$ cat config.mk
export PLATFORM = sky130hd
export DESIGN_NAME = atomic_reg_unit
export DESIGN_NICKNAME = d
export VERILOG_FILES = /design/src/rtl/arw_pkg.sv /design/src/rtl/arw_rr_arb.sv /design/src/rtl/arw_op_exec.sv /design/src/rtl/arw_link_track.sv /design/src/rtl/atomic_reg_unit.sv
export SDC_FILE = /design/constraint.sdc
export NUM_CORES = 1
export LEC_CHECK = 0
export ABC_AREA = 1
export ABC_CLOCK_PERIOD_IN_PS = 5100
export BUFFER_PORTS_ARGS = -buffer_cell sky130_fd_sc_hd__buf_2
export CAP_MARGIN = 25
export CORE_UTILIZATION = 53
export CTS_BUF_LIST = sky130_fd_sc_hd__clkbuf_4
export CTS_CLUSTER_SIZE = 40
export DETAILED_ROUTE_END_ITERATION = 8
export PLACE_DENSITY = 0.89
export SLEW_MARGIN = 0
export SYNTH_ARGS = -nofsm -noshare
export SYNTH_HDL_FRONTEND = slang
export SYNTH_SLANG_ARGS = --single-unit
$ cat constraint.sdc
create_clock -name clk_i -period 5.1 [get_ports clk_i]
set_input_delay 0.51 -clock clk_i [delete_from_list [all_inputs] [get_ports clk_i]]
set_output_delay 0.51 -clock clk_i [all_outputs]
set_load 0.05 [all_outputs]
$ cat src/rtl/arw_pkg.sv
package arw_pkg;
  localparam int unsigned OP_W = 3;

  typedef enum logic [OP_W-1:0] {
    OP_RD  = 3'd0,
    OP_WR  = 3'd1,
    OP_TAS = 3'd2,
    OP_FAA = 3'd3,
    OP_CAS = 3'd4,
    OP_LL  = 3'd5,
    OP_SC  = 3'd6
  } op_e;
endpackage

$ cat src/rtl/arw_rr_arb.sv
module arw_rr_arb #(
  parameter int unsigned N     = 4,
  parameter int unsigned IDX_W = (N > 1) ? $clog2(N) : 1
) (
  input  logic             clk_i,
  input  logic             rst_ni,
  input  logic [N-1:0]     req_i,
  output logic [N-1:0]     gnt_o,
  output logic [IDX_W-1:0] gnt_idx_o,
  output logic             gnt_any_o
);
  localparam int unsigned CNT_W = $clog2(N + 1);

  logic [IDX_W-1:0] ptr_q;

  always_comb begin
    gnt_o     = '0;
    gnt_idx_o = '0;
    gnt_any_o = 1'b0;
    for (int k = 0; k < N; k++) begin
      int idx;
      idx = (int'(ptr_q) + k) % N;
      if (!gnt_any_o && req_i[idx]) begin
        gnt_o[idx] = 1'b1;
        gnt_idx_o  = IDX_W'(idx);
        gnt_any_o  = 1'b1;
      end
    end
  end

  // pointer moves past the winner
  always_ff @(posedge clk_i or negedge rst_ni) begin
    if (!rst_ni)        ptr_q <= '0;
    else if (gnt_any_o) ptr_q <= (gnt_idx_o == IDX_W'(N - 1)) ? '0 : gnt_idx_o + 1'b1;
  end

  p_one_grant_r10: assert property (@(posedge clk_i) disable iff (!rst_ni)
    $onehot0(gnt_o));
  p_grant_has_req_r10: assert property (@(posedge clk_i) disable iff (!rst_ni)
    (gnt_o & ~req_i) == '0);

  for (genvar g = 0; g < N; g++) begin : g_wait
    logic [CNT_W-1:0] wait_q;
    always_ff @(posedge clk_i or negedge rst_ni) begin
      if (!rst_ni)                  wait_q <= '0;
      else if (req_i[g] && !gnt_o[g]) wait_q <= wait_q + 1'b1;
      else                          wait_q <= '0;
    end
    p_rr_bound_r11: assert property (@(posedge clk_i) disable iff (!rst_ni)
      wait_q < CNT_W'(N));
  end
endmodule

$ cat src/rtl/arw_op_exec.sv
module arw_op_exec
  import arw_pkg::*;
#(
  parameter int unsigned W = 16
) (
  input  op_e          op_i,
  input  logic [W-1:0] cur_i,
  input  logic [W-1:0] opa_i,
  input  logic [W-1:0] opb_i,
  input  logic         link_i,
  output logic         wr_o,
  output logic [W-1:0] nxt_o,
  output logic [W-1:0] rdata_o,
  output logic         ok_o,
  output logic         clr_o,
  output logic         arm_o
);
  always_comb begin
    wr_o    = 1'b0;
    nxt_o   = cur_i;
    rdata_o = cur_i;
    ok_o    = 1'b1;
    clr_o   = 1'b0;
    arm_o   = 1'b0;
    unique case (op_i)
      OP_RD: ;
      OP_WR: begin
        wr_o = 1'b1; nxt_o = opa_i; clr_o = 1'b1;
      end
      OP_TAS: begin
        wr_o = 1'b1; nxt_o = W'(1); clr_o = 1'b1;
      end
      OP_FAA: begin
        wr_o = 1'b1; nxt_o = cur_i + opa_i; clr_o = 1'b1;
      end
      OP_CAS: begin
        ok_o = (cur_i == opa_i);
        wr_o = ok_o; nxt_o = opb_i; clr_o = ok_o;
      end
      OP_LL: arm_o = 1'b1;
      OP_SC: begin
        ok_o = link_i;
        wr_o = link_i; nxt_o = opa_i; clr_o = link_i;
      end
      default: ok_o = 1'b0;
    endcase
  end
endmodule

$ cat src/rtl/arw_link_track.sv
module arw_link_track #(
  parameter int unsigned N     = 4,
  parameter int unsigned IDX_W = (N > 1) ? $clog2(N) : 1
) (
  input  logic             clk_i,
  input  logic             rst_ni,
  input  logic             fire_i,
  input  logic [IDX_W-1:0] idx_i,
  input  logic             arm_i,
  input  logic             clr_i,
  output logic [N-1:0]     armed_o
);
  for (genvar g = 0; g < N; g++) begin : g_link
    always_ff @(posedge clk_i or negedge rst_ni) begin
      if (!rst_ni)                              armed_o[g] <= 1'b0;
      else if (fire_i && clr_i)                 armed_o[g] <= 1'b0;
      else if (fire_i && arm_i && idx_i == IDX_W'(g)) armed_o[g] <= 1'b1;
    end
  end
endmodule

$ cat src/rtl/atomic_reg_unit.sv
module atomic_reg_unit
  import arw_pkg::*;
#(
  parameter int unsigned N_REQ  = 4,
  parameter int unsigned DATA_W = 16
) (
  input  logic                          clk_i,
  input  logic                          rst_ni,
  input  logic [N_REQ-1:0]              req_valid_i,
  output logic [N_REQ-1:0]              req_ready_o,
  input  logic [N_REQ-1:0][OP_W-1:0]    req_op_i,
  input  logic [N_REQ-1:0][DATA_W-1:0]  req_a_i,
  input  logic [N_REQ-1:0][DATA_W-1:0]  req_b_i,
  output logic [N_REQ-1:0]              rsp_valid_o,
  output logic [N_REQ-1:0][DATA_W-1:0]  rsp_data_o,
  output logic [N_REQ-1:0]              rsp_ok_o
);
  localparam int unsigned IDX_W = (N_REQ > 1) ? $clog2(N_REQ) : 1;

  logic [N_REQ-1:0]  gnt;
  logic [IDX_W-1:0]  gnt_idx;
  logic              fire;
  logic [N_REQ-1:0]  armed;
  logic [DATA_W-1:0] data_q;

  op_e               sel_op;
  logic [DATA_W-1:0] sel_a, sel_b, nxt, rdata;
  logic              sel_link, wr, ok, clr, arm;

  arw_rr_arb #(.N(N_REQ), .IDX_W(IDX_W)) u_arb (
    .clk_i     (clk_i),
    .rst_ni    (rst_ni),
    .req_i     (req_valid_i),
    .gnt_o     (gnt),
    .gnt_idx_o (gnt_idx),
    .gnt_any_o (fire)
  );

  assign req_ready_o = gnt;
  assign sel_op      = op_e'(req_op_i[gnt_idx]);
  assign sel_a       = req_a_i[gnt_idx];
  assign sel_b       = req_b_i[gnt_idx];
  assign sel_link    = armed[gnt_idx];

  arw_op_exec #(.W(DATA_W)) u_exec (
    .op_i    (sel_op),
    .cur_i   (data_q),
    .opa_i   (sel_a),
    .opb_i   (sel_b),
    .link_i  (sel_link),
    .wr_o    (wr),
    .nxt_o   (nxt),
    .rdata_o (rdata),
    .ok_o    (ok),
    .clr_o   (clr),
    .arm_o   (arm)
  );

  arw_link_track #(.N(N_REQ), .IDX_W(IDX_W)) u_link (
    .clk_i   (clk_i),
    .rst_ni  (rst_ni),
    .fire_i  (fire),
    .idx_i   (gnt_idx),
    .arm_i   (arm),
    .clr_i   (clr),
    .armed_o (armed)
  );

  always_ff @(posedge clk_i or negedge rst_ni) begin
    if (!rst_ni)        data_q <= '0;
    else if (fire && wr) data_q <= nxt;
  end

  always_ff @(posedge clk_i or negedge rst_ni) begin
    if (!rst_ni) begin
      rsp_valid_o <= '0;
      rsp_data_o  <= '0;
      rsp_ok_o    <= '0;
    end else begin
      rsp_valid_o <= fire ? gnt : '0;
      if (fire) begin
        rsp_data_o[gnt_idx] <= rdata;
        rsp_ok_o[gnt_idx]   <= ok;
      end
    end
  end

  p_tas_one_r3: assert property (@(posedge clk_i) disable iff (!rst_ni)
    (fire && sel_op == OP_TAS) |=> data_q == DATA_W'(1));
  p_faa_sum_r4: assert property (@(posedge clk_i) disable iff (!rst_ni)
    (fire && sel_op == OP_FAA) |=> data_q == DATA_W'($past(data_q) + $past(sel_a)));
  p_sc_nolink_hold_r8: assert property (@(posedge clk_i) disable iff (!rst_ni)
    (fire && sel_op == OP_SC && !sel_link) |=> $stable(data_q));
  p_wr_clears_r9: assert property (@(posedge clk_i) disable iff (!rst_ni)
    (fire && sel_op == OP_WR) |=> armed == '0);
  p_rd_keeps_r9: assert property (@(posedge clk_i) disable iff (!rst_ni)
    (fire && sel_op == OP_RD) |=> $stable(armed) && $stable(data_q));
  p_rsp_issuer_r10: assert property (@(posedge clk_i) disable iff (!rst_ni)
    fire |=> rsp_valid_o == $past(gnt));
endmodule

==> summary.txt, run 1 <==
Outcome
  • Status: finished, final reports clean

STA
  • Final slew viol count: 0
  • Tmin final: 4.74 ns
  • TNS Setup: 0 ns
  • Setup violators final: 0
  • Crit share post-route: 0.930
  • Hold slack: 0.494 ns
  • Worst slew margin: 0.347
  • Clock skew: 0.0183 ns
  • Slew of the pin with the lowest slew margin: 0.977 ns
  • RSZ-0062 raised after global routing: false
  • Fin. Hold Viols: 0
  • Fmax achieved: 211 MHz

Cells and area
  • Share of layout cells above drive strength 1: 0.270
  • Final #Nets: 1324
  • Multi-input gate area: 0.00380 mm2
  • Filler cells: 1082
  • Sequential cell area: 0.00235 mm2
  • Area growth, synth to finish: 20.4%
  • Most frequent cells in the layout: nand2_1, buf_2, o21ai_0, nor2_1, dfrtp_1
  • Number of diodes: 0
  • Commonest non-fill, non-tap cell in the layout: nand2_1

Flow run
  • Max Cap Violations: 0

Yosys
  • Post-synth EDFFs: 0
  • Post-synth cell types: 47
  • Post-Syn Area per Cell: 7.11 um2
  • Asr flop ratio synth: 1.00
  • Ys flop type: dfrtp_1
  • Synth top area share: 0.351
  • Sequential area share after synthesis: 0.351
  • Mapped Nets: 1123
  • Mapped cell area: 0.00671 mm2
  • Synth warn: 0
  • Syn Inst Count: 944
  • Dominant cell type by area after synthesis: dfrtp_1
  • Main area contributors after synthesis: dfrtp_1, nand2_1, o21ai_0
  • Synth Register Bits: 94

Clocking
  • Clk sink count: 94
  • # H-tree levels: 3
  • Clock transition at the registers of the reported paths: 0.15 ns
  • Root buf cell: clkbuf_4
  • Clock buffer depth: 2
  • Inserted Clock Buffers: 9
  • CTS tree: yes
  • Worst-skew pair later-pin latency: 0.45 ns

Worst setup path
  • Worst setup path end: data_q[14]$_DFFE_PN0P_
  • Crit path cell chain: inv_1, ha_1, inv_1, nand3_1, nand2_4, nand4_4, nand2_4, nand2_4, buf_12, or2_2, a32oi_1, inv_1, ha_1, nor4_2, nand2_1, nor3_2, nand3_2, nand3_2, nand3_2, o21ai_2
  • R2R depth: 20
  • Critical R2R Launch: u_arb.ptr_q[1]$_DFFE_PN0P_
  • CP arrival: 5.11 ns
  • Critical-path maximum fanout: 91
  • R2r setup slk: 0.36 ns
  • Critical path buffers and inverters: 4
  • Crit path from: u_arb.ptr_q[1]$_DFFE_PN0P_
  • Critical Path Slowest Stage Cell: dfrtp_1
  • Crit path capture type: register
  • CP Launch Type: register
  • Crit-path max cell delay: 0.47 ns
  • Critical path class: reg -> reg
  • Critical path depth in cells: 20
  • Reg2reg end: data_q[14]$_DFFE_PN0P_
  • Top delay family on crit path: simple AND/OR/NAND/NOR gates
  • Data required time of the worst path: 5.47 ns

Drt
  • 1st-pass router iterations: 5
  • Vias/cell: 5.34
  • DR iter-0 viols: 420
  • Routed length per instance: 14.3 um
  • Via Count: 7040
  • WL final: 18.9 mm
  • Final antenna-violating net count: 0
  • Residual DRC: 0

Hold path
  • Min-Delay Path Class: reg -> reg

Global route
  • Total GRT Usage: 0.291
  • Largest net degree at the start of global routing: 92
  • Vias in the first global route: 6554
  • First-pass GRT wire length: 30.4 mm
  • Initial antenna violation count: 0
  • Overflow after GRT: 0

Placement
  • Placer's final routability congestion estimate: 1.09
  • DP HPWL: 14.9 mm
  • IO Port Bufs: 221

Die
  • Die area: 0.0131 mm2
  • Core ar.: 0.0122 mm2
  • Die Span Y: 115 um
  • Die W: 115 um
  • # IOs: 222
  • Site Rows: 40
  • Initial core utilization: 0.552
==> synth_stat cells, types with 9 or more instances <==
cell	count
a32oi_1	13
o21ai_0	114
o22ai_1	13
ha_1	32
inv_1	92
xor2_1	9
nand2_2	10
nor2_1	106
nand2_1	243
or2_2	12
o21ai_2	11
clkbuf_1	27
a21oi_1	24
dfrtp_1	94
nand3_1	48
buf_2	10
==> cells by family (layout without fill, tap and decap cells) <==
family          after synthesis  after routing  share of synthesized area
xor+xnor                     11             11                     0.0144
compound gates              201            201                      0.177
buf+inv                     142            347                     0.0873
flops                        94             94                      0.351
simple gates                463            464                      0.309
fa+ha+maj                    33             33                     0.0627
==> routing by layer <==
layer  global-route usage  vias up  part of all wire
met4                0.102        0             0.024
met3               0.0498       36             0.075
li1                     -     3492                 -
met5                    0        -                 0
met2                0.485      293              0.46
met1                0.382     3219              0.44
==> worst min path at each step <==
stage,from,end,cells past startpoint
2_1_floorplan,rst_ni,data_q[0]$_DFFE_PN0P_,0
3_3_place_gp,rsp_data_o[20]$_DFFE_PN0P_,rsp_data_o[20]$_DFFE_PN0P_,2
3_5_place_dp,rst_ni,rsp_data_o[63]$_DFFE_PN0P_,1
4_1_cts,rst_ni,rsp_data_o[59]$_DFFE_PN0P_,2
5_1_grt,rsp_data_o[21]$_DFFE_PN0P_,rsp_data_o[21]$_DFFE_PN0P_,2
6_report,rsp_data_o[19]$_DFFE_PN0P_,rsp_data_o[19]$_DFFE_PN0P_,2
==> worst reg2reg max path, delay by kind of cell (launching register included) <==
kind	cells	cell delay (ns)
buffers and inverters	4	0.71
and+or+nand+nor	12	2.33
AOI/OAI and AO/OA	2	0.50
DFF	1	0.47
adders and majority gates	2	0.67
==> what timing repair did <==
item / in CTS / in global routing
resized for setup: 0 / 4
hold buffers: 1 / 0
hold endpoints to repair: 32 / 0
buffers inserted: 0 / 0
setup endpoints to repair: 0 / 20
==> flip-flops by register name (all words and copies together), names as in the netlist <==
signal	flops
data_q	16
rsp_data_o	64
rsp_ok_o	4
rsp_valid_o	4
u_arb.ptr_q	2
u_link.armed_o	4
==> final cells by class <==
class / count / area share
Clock buffer: 9 / 0.00836
Clock inverter: 7 / 0.00604
Inverter: 100 / 0.0472
Multi-Input combinational cell: 709 / 0.470
Sequential cell: 94 / 0.291
Tap cell: 168 / 0.0260
Timing Repair Buffer: 231 / 0.151
==> per-stage QoR <==
step	area [um2]	util	setup WS (ns)	std cells
global route	8080	0.664	0.00532	1318
detailed placement	7930	0.652	0.392	1300
CTS	8050	0.662	0.348	1317
finish	8080	0.664	0.358	1318
floorplan	6710	-	0.960	944
global placement	7900	0.649	0.503	1299
Power of run 1 is not shown: default switching activity piles up to over one toggle a cycle in this logic, so the estimate is an artifact.
==> run 2: changes to the inputs <==
--- a/config.mk
+++ b/config.mk
@@ -6,14 +6,15 @@
 export NUM_CORES = 1
 export LEC_CHECK = 0
 export ABC_AREA = 1
-export ABC_CLOCK_PERIOD_IN_PS = 5100
+export ABC_CLOCK_PERIOD_IN_PS = 5520
 export BUFFER_PORTS_ARGS = -buffer_cell sky130_fd_sc_hd__buf_2
 export CAP_MARGIN = 25
-export CORE_UTILIZATION = 53
+export CORE_UTILIZATION = 55
 export CTS_BUF_LIST = sky130_fd_sc_hd__clkbuf_4
 export CTS_CLUSTER_SIZE = 40
 export DETAILED_ROUTE_END_ITERATION = 8
-export PLACE_DENSITY = 0.89
+export MAX_ROUTING_LAYER = met4
+export PLACE_DENSITY = 0.92
 export SLEW_MARGIN = 0
 export SYNTH_ARGS = -nofsm -noshare
 export SYNTH_HDL_FRONTEND = slang
==> constraint.sdc (replaced) <==
create_clock -name clk_i -period 5.52 [get_ports clk_i]
set_input_delay 0.552 -clock clk_i [delete_from_list [all_inputs] [get_ports clk_i]]
set_output_delay 0.552 -clock clk_i [all_outputs]
set_load 0.05 [all_outputs]
==> run 2 against run 1 <==
  * Critical path depth rose by 9
  * Core utilization rose by 2.7 points
  * Worst setup slack improved by 0.15 ns
  * Register-to-register slack improved by 0.15 ns
  * Worst hold slack got worse by 0.46 ns
  * Flip-flop and latch count did not move
  * Maximum frequency fell by 5.4%
  * Clock skew fell by 0.0063 ns
  * Final cell count fell by 2.0%
  * Via count barely moved
  * Global-route usage rose by 1.9 points
==> summary.txt, run 2 (synthesis results as in run 1) <==
Worst setup path
  • Crit path capture type: register (unchanged)
  • Critical-path maximum fanout: 15 (was 91)
  • CP arrival: 5.34 ns (was 5.11 ns)
  • CP Launch Type: register (unchanged)
  • CP dominant cell by count: nor2_1
  • Data required time of the worst path: 5.85 ns (was 5.47 ns)
  • Top delay family on crit path: simple AND/OR/NAND/NOR gates (unchanged)
  • Crit-path max cell delay: 0.55 ns (was 0.47 ns)
  • Critical Path Slowest Stage Cell: dfrtp_2 (was dfrtp_1)
  • Critical path depth in cells: 29 (was 20)
  • R2R depth: 29 (was 20)
  • Critical path buffers and inverters: 6 (was 4)
  • Critical path class: reg -> reg (unchanged)

Hold path
  • Min-Delay Path Class: in -> async (was reg -> reg)

Die
  • Initial core utilization: 0.575 (was 0.552)
  • Die Span Y: 112 um (was 115 um)
  • Die area: 0.0126 mm2 (was 0.0131 mm2)
  • Core ar.: 0.0117 mm2 (was 0.0122 mm2)
  • Die W: 112 um (was 115 um)
  • Site Rows: 39 (was 40)
  • # IOs: 222 (unchanged)

STA
  • Setup violators final: 0 (unchanged)
  • Final slew viol count: 0 (unchanged)
  • Fmax achieved: 200 MHz (was 211 MHz)
  • RSZ-0062 raised after global routing: false (unchanged)
  • Crit share post-route: 0.908 (was 0.930)
  • TNS Setup: 0 ns (unchanged)
  • Hold slack: 0.0311 ns (was 0.494 ns)
  • Worst slew margin: 0.337 (was 0.347)
  • Tmin final: 5.01 ns (was 4.74 ns)
  • Slew of the pin with the lowest slew margin: 0.993 ns (was 0.977 ns)
  • Clock skew: 0.0120 ns (was 0.0183 ns)
  • Fin. Hold Viols: 0 (unchanged)

Clocking
  • Clock buffer depth: 2 (unchanged)
  • Clock transition at the registers of the reported paths: 0.14 ns (was 0.15 ns)
  • Post-CTS resize count: 0 (unchanged)
  • Post-CTS Hold Buffers: 0 (was 1)
  • Inserted Clock Buffers: 9 (unchanged)
  • Worst-skew pair later-pin latency: 0.42 ns (was 0.45 ns)
  • Clk sink count: 94 (unchanged)
  • Post-CTS Setup Inserts: 0 (unchanged)
  • CTS tree: yes (unchanged)
  • # H-tree levels: 3 (unchanged)
  • Root buf cell: clkbuf_4 (unchanged)

Cells and area
  • Biggest register: rsp_data_o (unchanged)
  • Biggest regs: rsp_data_o (64), data_q (16) (unchanged)
  • Commonest non-fill, non-tap cell in the layout: nand2_1 (unchanged)
  • Most frequent cells in the layout: nand2_1, buf_2, o21ai_0, nor2_1, dfrtp_1 (unchanged)
  • Max reg flops: 64 (unchanged)
  • Number of diodes: 0 (unchanged)
  • Share of layout cells above drive strength 1: 0.267 (was 0.270)
  • Area growth, synth to finish: 20.2% (was 20.4%)
  • Final #Nets: 1322 (was 1324)

Drt
  • Via Count: 7043 (was 7040)
  • DR iter-0 viols: 499 (was 420)
  • WL final: 18.5 mm (was 18.9 mm)
  • Residual DRC: 0 (unchanged)
  • 1st-pass router iterations: 6 (was 5)
  • Routed length per instance: 14.3 um (about the same)
  • Vias/cell: 5.46 (was 5.34)
  • Final antenna-violating net count: 0 (unchanged)

Global route
  • First-pass GRT wire length: 30.7 mm (was 30.4 mm)
  • Total GRT Usage: 0.311 (was 0.291)
  • Vias in the first global route: 6512 (was 6554)
  • Largest net degree at the start of global routing: 64 (was 92)
  • Overflow after GRT: 0 (unchanged)
  • Initial antenna violation count: 0 (unchanged)

Outcome
  • Status: finished, final reports clean (unchanged)

Placement
  • DP HPWL: 14.6 mm (was 14.9 mm)
  • IO Port Bufs: 221 (unchanged)
  • Placer's final routability congestion estimate: 0.964 (was 1.09)

Flow run
  • Max Cap Violations: 0 (unchanged)
run 2: per-layer routing:
metal / up-vias / routed length, um / track usage
met5: - / 0 / -
met4: 0 / 447 / 0.113
met3: 40 / 1390 / 0.0378
met2: 314 / 8550 / 0.490
met1: 3198 / 8070 / 0.413
li1: 3491 / - / -
run 2: final timing paths:
kind,from,endpoint,slack (ns)
min,rst_ni,rsp_valid_o[3]$_DFF_PN0_,0.03
min in group clk_i,rsp_data_o[20]$_DFFE_PN0P_,rsp_data_o[20]$_DFFE_PN0P_,0.49
max in group asynchronous,rst_ni,rsp_data_o[20]$_DFFE_PN0P_,4.40
max,u_arb.ptr_q[0]$_DFFE_PN0P_,data_q[15]$_DFFE_PN0P_,0.51
max reg2reg,u_arb.ptr_q[0]$_DFFE_PN0P_,data_q[15]$_DFFE_PN0P_,0.51
min reg2reg,rsp_data_o[20]$_DFFE_PN0P_,rsp_data_o[20]$_DFFE_PN0P_,0.49
run 2: cell type report:
class                           count  area (um2)
Clock buffer                        9        67.6
Tap cell                          143         179
Sequential cell                    94        2350
Timing Repair Buffer              230        1200
Fill cell                        1000        3600
Multi-Input combinational cell    708        3780
Clock inverter                      7         111
Inverter                          100         378
run 2: stage by stage:
step | instances | util | setup slack, ns | cell area, um2
floorplan | 944 | - | 1.38 | 6710
global placement | 1274 | 0.674 | 0.605 | 7860
detailed placement | 1274 | 0.674 | 0.368 | 7860
CTS | 1290 | 0.689 | 0.313 | 8030
global route | 1291 | 0.692 | 0.0100 | 8070
finish | 1291 | 0.692 | 0.509 | 8070
Power of run 2 is left out for the same reason.
